**config.mk**
```make
export PLATFORM = sky130hd
export DESIGN_NAME = hp_cfg_window
export DESIGN_NICKNAME = d
export VERILOG_FILES = /design/src/rtl/hp_cfg_window.sv
export SDC_FILE = /design/constraint.sdc
export NUM_CORES = 1
export LEC_CHECK = 0
export ABC_AREA = 1
export ABC_CLOCK_PERIOD_IN_PS = 2500
export BUFFER_PORTS_ARGS = -buffer_cell sky130_fd_sc_hd__buf_2
export CORE_ASPECT_RATIO = 0.7
export CORE_MARGIN = 2
export CORE_UTILIZATION = 35
export DETAILED_ROUTE_END_ITERATION = 7
export GPL_TIMING_DRIVEN = 0
export PLACE_DENSITY = 0.7
export SLEW_MARGIN = 20
export SYNTH_ARGS = -nofsm -noshare
export SYNTH_HDL_FRONTEND = slang
export SYNTH_SLANG_ARGS = --single-unit
```
**constraint.sdc**
```tcl
create_clock -name clk -period 2.5 [get_ports clk]
set_input_delay 0.25 -clock clk [delete_from_list [all_inputs] [get_ports clk]]
set_output_delay 0.25 -clock clk [all_outputs]
set_load 0.02 [all_outputs]
```
**src/rtl/hp_cfg_window.sv**
```systemverilog
module hp_cfg_window #(
  parameter int NSLOTS  = 31,
  parameter int CAP_PTR = 'h48,
  parameter int CFG_AW  = 6
) (
  input  logic              clk,
  input  logic              rst_n,
  input  logic              cfg_wr,
  input  logic [CFG_AW-1:0] cfg_addr,
  input  logic [3:0]        cfg_be,
  input  logic [31:0]       cfg_wdata,
  output logic [31:0]       cfg_rdata,
  output logic              cfg_busy,
  input  logic              ap_req,
  input  logic              ap_we,
  input  logic [pow2up(36 + 4*31) > 1 ? $clog2(pow2up(36 + 4*31))-1 : 0:0] ap_addr,
  input  logic [1:0]        ap_size,
  input  logic [31:0]       ap_wdata,
  output logic              ap_ack,
  output logic [31:0]       ap_rdata,
  output logic              rf_en,
  output logic              rf_we,
  output logic [pow2up(36 + 4*31) > 1 ? $clog2(pow2up(36 + 4*31))-1 : 0:0] rf_addr,
  output logic [3:0]        rf_be,
  output logic [31:0]       rf_wdata,
  input  logic [31:0]       rf_rdata
);
  function automatic int pow2up(int v);
    int p = 1;
    while (p < v) p = p * 2;
    return p;
  endfunction

  localparam int RF_BYTES  = 36 + 4 * NSLOTS;
  localparam int RF_DWORDS = RF_BYTES / 4;
  localparam int AP_BYTES  = pow2up(36 + 4 * 31);
  localparam int AP_AW     = $clog2(AP_BYTES);
  localparam int CAP_DW    = CAP_PTR / 4;

  logic [7:0]  sel_q;
  logic [31:0] data_q;
  logic        fwd_pend, ref_pend;

  logic hit0, hit1, take, sel_in_rng;
  logic [AP_AW-1:0] win_addr;

  assign hit0       = cfg_addr == CFG_AW'(CAP_DW);
  assign hit1       = cfg_addr == CFG_AW'(CAP_DW + 1);
  assign cfg_busy   = fwd_pend | ref_pend;
  assign take       = cfg_wr & ~cfg_busy & (hit0 | hit1) & (|cfg_be);
  assign sel_in_rng = {1'b0, sel_q} < 9'(RF_DWORDS);
  assign win_addr   = AP_AW'({sel_q, 2'b00});

  always_ff @(posedge clk) begin
    if (!rst_n) begin
      sel_q    <= '0;
      data_q   <= '0;
      fwd_pend <= 1'b0;
      ref_pend <= 1'b0;
    end else if (take) begin
      if (hit0 && cfg_be[2]) sel_q <= cfg_wdata[23:16];
      if (hit1)
        for (int b = 0; b < 4; b++)
          if (cfg_be[b]) data_q[8*b +: 8] <= cfg_wdata[8*b +: 8];
      fwd_pend <= hit1;
      ref_pend <= 1'b1;
    end else if (fwd_pend) begin
      fwd_pend <= 1'b0;
    end else if (ref_pend) begin
      data_q   <= sel_in_rng ? rf_rdata : 32'h0;
      ref_pend <= 1'b0;
    end
  end

  assign cfg_rdata = hit0 ? {8'h00, sel_q, 16'h0000} :
                     hit1 ? data_q : 32'h0;

  logic             ap_in;
  logic [AP_AW:0]   room;
  logic [2:0]       nbytes, eff;
  logic [3:0]       ap_be;

  assign ap_in  = {1'b0, ap_addr} < (AP_AW+1)'(RF_BYTES);
  assign room   = (AP_AW+1)'(RF_BYTES) - {1'b0, ap_addr};
  assign nbytes = {1'b0, ap_size} + 3'd1;
  assign eff    = !ap_in ? 3'd0 :
                  (room < (AP_AW+1)'(nbytes)) ? room[2:0] : nbytes;

  always_comb begin
    case (eff)
      3'd1:    ap_be = 4'b0001;
      3'd2:    ap_be = 4'b0011;
      3'd3:    ap_be = 4'b0111;
      3'd4:    ap_be = 4'b1111;
      default: ap_be = 4'b0000;
    endcase
  end

  assign ap_ack = ap_req & ~cfg_busy;

  always_comb begin
    rf_en    = 1'b0;
    rf_we    = 1'b0;
    rf_addr  = '0;
    rf_be    = 4'b0000;
    rf_wdata = 32'h0;
    if (fwd_pend) begin
      rf_en    = sel_in_rng;
      rf_we    = 1'b1;
      rf_addr  = win_addr;
      rf_be    = 4'b1111;
      rf_wdata = data_q;
    end else if (ref_pend) begin
      rf_en   = sel_in_rng;
      rf_addr = win_addr;
      rf_be   = 4'b1111;
    end else if (ap_ack && ap_in) begin
      rf_en    = 1'b1;
      rf_we    = ap_we;
      rf_addr  = ap_addr;
      rf_be    = ap_be;
      rf_wdata = ap_wdata;
    end
  end

  assign ap_rdata = (ap_ack && ap_in && !ap_we) ?
                    (rf_rdata & {{8{ap_be[3]}}, {8{ap_be[2]}}, {8{ap_be[1]}}, {8{ap_be[0]}}}) :
                    32'h0;

  assert_no_ack_busy_R8: assert property (@(posedge clk) disable iff (!rst_n)
    cfg_busy |-> !ap_ack);

  assert_reload_follows_fwd_R4: assert property (@(posedge clk) disable iff (!rst_n)
    (rf_en && rf_we && cfg_busy) |=> (rf_en && !rf_we && rf_addr == $past(rf_addr)));

  assert_busy_bounded_R7: assert property (@(posedge clk) disable iff (!rst_n)
    (cfg_busy && $past(cfg_busy)) |=> !cfg_busy);

  assert_port_in_file_R11: assert property (@(posedge clk) disable iff (!rst_n)
    rf_en |-> (int'(rf_addr) + $countones(rf_be) <= RF_BYTES));

  assert_oob_quiet_R10: assert property (@(posedge clk) disable iff (!rst_n)
    (ap_ack && int'(ap_addr) >= RF_BYTES) |-> !rf_en);

  assert_outside_ignored_R6: assert property (@(posedge clk) disable iff (!rst_n)
    (!cfg_busy && cfg_wr && !hit0 && !hit1) |=> !cfg_busy);

  assert_lanes_low_R9: assert property (@(posedge clk) disable iff (!rst_n)
    rf_en |-> (rf_be == 4'b0001 || rf_be == 4'b0011 || rf_be == 4'b0111 || rf_be == 4'b1111));
endmodule

```
==> summary.txt <==
CP cell instances: buf_8 > inv_4 > ha_4 > xor2_1 > inv_1 > ha_2 > nor2_1 > nand2_1 > nor2_4 > nand3_4 > nand2_2 > nand2_2 > nor2_4 > inv_4 > nand2_2 > nand3_4 > nor2_1 > buf_4
Initial antenna violation count: 0
Ports: 233
Core Area: 0.00918 mm2
Total of max-cap violations: 0
CTS sink cnt: 42
Drt via density: 5.10
Dpl cells: 914
# port buffers: 232
CTS tree: done
Worst EP arrival: 2.39 ns
Remaining antenna violation count: 0
Grt ovf: 0
Reported net switching power: 0.656 mW
Fraction of layout cells with a size suffix above 1: 42.3%
Kind of critical path: in2out
Synth Area in Compound Gates: 30.2%
Area of the multi-input gates: 0.00229 mm2
Post-Route WL: 15.1 mm
Mapped Area: 0.00335 mm2
Syn_area_per_cell: 6.01 um2
Fill cells: 904
Hold Startpoint: rst_n
Final hold viol count: 0
Launching point of the worst reg2reg path: sel_q[3]
Worst path slowest cell: ha_2
Startpoint Class: input pin
NumNets Final: 935
Pwr dens: 358 mW/mm2
Clock Latency Late Sink: 0.28 ns
Register Area: 841 um2
Number of DRC markers in iteration 0: 233
Synth Area in Adders: 1.49%
Clock root cell: clkbuf_16
Final WS setup: -0.136 ns
VDD IR-drop max: 0.224 mV
Diodes inserted: 0
Xor/xnor cell area share of the yosys netlist: 0.261%
Leak Pwr: 2.63 nW
Clk slew on worst S/H paths: 0.07 ns
Internal power: 1.28 mW
Syn Nets: 683
Worst path most repeated cell: nand2_2
Post-Synth Simple-Gate Area: 26.3%
Failing checks: negative setup slack
Outcome: finished, violations left
Comb pwr share: 31.1%
Setup slack, reg-to-reg: 0.45 ns
Synth unique cells: 30
Tcrit/Tclk final: 105%
Post-route DRC: 0
GR Util All Layers: 27.6%
Crit path from: ap_addr[1]
Critical path peak fanout: 8
Die area: 0.0104 mm2
Fmax: 379 MHz
Layout overhead on the synthesized area: 61.0%
Die Height: 85.9 um
DP Wirelength: 11.6 mm
Critical path's largest stage delay: 0.17 ns
Largest family of logic cells by synthesized area: compound AO/OA/AOI/OAI gates
Mux cell area share after synthesis: 0%
Num CTS Buffers: 5
YS warnings: 0
Fin. max-slew vios: 0
Critical path endpoint category: output pin
Max clock buf depth: 2
Die W: 121 um
Slew headroom: 55.7%
Routed vias: 4766
Sequential share of the synthesized area: 25.1%
Commonest non-fill, non-tap cells in the layout: buf_2, o21ai_0, inv_1
Final setup fails: 35
Final Critical Period: 2.64 ns
Initial Utilization: 36.5%
Worst Hold Class: in2reg
CP required: 2.25 ns
Row count: 29
Area post-placement: 0.00467 mm2
DR WL/cell: 16.1 um
Seq pwr share: 34.9%
Design Area, Final: 0.00540 mm2
Commonest non-fill, non-tap cell in the layout: buf_2
Mapped Cells: 558
Final GP Congestion: 0.928
Seq cells post-synth: 42
Largest net degree at the start of global routing: 16
Vias in the first global route: 4418
RSZ-0062 raised after global routing: true
TritonRoute pass-1 iters: 4
Clk pwr share: 34.0%
Sw Share: 33.9%
First-pass GRT wire length: 22.4 mm
H-tree Lvls: 2
Worst clock skew: 0.00425 ns
Worst-margin pin slew: 0.664 ns
Non-filler instance count after layout: 935
[critical path, delay by kind of cell]
| family | cells | cell delay (ns) |
|---|---|---|
| buffers and inverters | 5 | 0.47 |
| adder cells (fa/ha/maj) | 2 | 0.30 |
| XOR/XNOR | 1 | 0.16 |
| AND/OR/NAND/NOR | 10 | 1.19 |
[cell usage after synthesis]
cell type    n  share of area (%)
nor3_1      16                2.4
nand2_4      1               0.34
buf_2        4               0.60
xor2_1       1               0.26
inv_2        4               0.45
clkbuf_2     3               0.45
nor2_2       4               0.75
nand2_1     76                8.5
o21ai_4      3                1.5
nand3_2      2               0.60
nor2_1      82                9.2
nand3_1     10                1.5
buf_4        2               0.45
a21oi_1     13                1.9
nand2_2      6                1.1
nand4_1      4               0.75
nor2_8       1               0.60
a31oi_1      1               0.19
o21ai_1      4               0.60
dfxtp_1     42                 25
o21ai_0    110                 16
buf_6        5                1.7
o22ai_1     12                2.2
nor3_2       1               0.30
ha_1         4                1.5
clkbuf_1    17                1.9
a211oi_1    23                5.1
or2_4        1               0.26
a211oi_2     6                2.2
inv_1      100                 11
[layout make-up]
class | count | share of cell area [%]
Tap cell | 124 | 2.87
Clock buffer | 5 | 2.32
Inverter | 104 | 7.60
Timing Repair Buffer | 243 | 25.5
Sequential cell | 42 | 15.6
Clock inverter | 3 | 0.463
Multi-Input combinational cell | 383 | 42.5
Buffer | 31 | 3.24
[worst paths after layout]
kind	end	cells after the start
max	ap_rdata[12]	18
min reg2reg	ref_pend	2
max reg2reg	data_q[0]	6
min	data_q[5]	3
[power groups by stage]
| stage | Clock, mW | Sequential [mW] | Combinational (mW) |
|---|---|---|---|
| floorplan | 0 | 0.689 | 0.254 |
| global placement | 0 | 0.690 | 0.454 |
| detailed placement | 0 | 0.690 | 0.463 |
| CTS | 0.668 | 0.675 | 0.554 |
| global route | 0.699 | 0.675 | 0.651 |
| finish | 0.658 | 0.675 | 0.601 |
[flip-flops by register name, indices dropped and copies added, names as in the netlist]
name,flops
fwd_pend,1
data_q,32
sel_q,8
ref_pend,1
[logic make-up after synthesis]
logic type	Yosys count
AOI/OAI and AO/OA	172
DFF	42
xor gates and xnor gates	1
adders and majority gates	4
buffers and inverters	135
and+or+nand+nor	204
[through the flow]
| step | worst slack (ns) | power [mW] | util (%) | hold WS (ns) | setup TNS [ns] |
|---|---|---|---|---|---|
| floorplan | -0.0328 | 0.943 | - | 0.388 | -0.441 |
| global placement | -0.362 | 1.14 | 50.9 | 0.459 | -9.31 |
| detailed placement | -0.474 | 1.15 | 50.9 | 0.470 | -12.91 |
| CTS | -0.0993 | 1.90 | 56.9 | 0.267 | -1.05 |
| global route | -0.254 | 2.02 | 58.8 | 0.285 | -7.35 |
| finish | -0.136 | 1.93 | 58.8 | 0.284 | -2.42 |
[layer usage]
metal | vias up | track usage, % | share of wire (%)
met4 | 0 | 4.86 | 1.1
met5 | - | 0 | 0
li1 | 2323 | - | -
met2 | 258 | 46.3 | 46
met3 | 17 | 4.59 | 9.2
met1 | 2168 | 37.7 | 44
[timing repair]
item                       CTS  global route
setup endpoints to repair   40            56
hold buffers                 0             0
setup buffers               10             1
pin swaps                   14            10
gates resized for setup     90            40
cloned                       2             0
(Power assumes the default switching activity.)
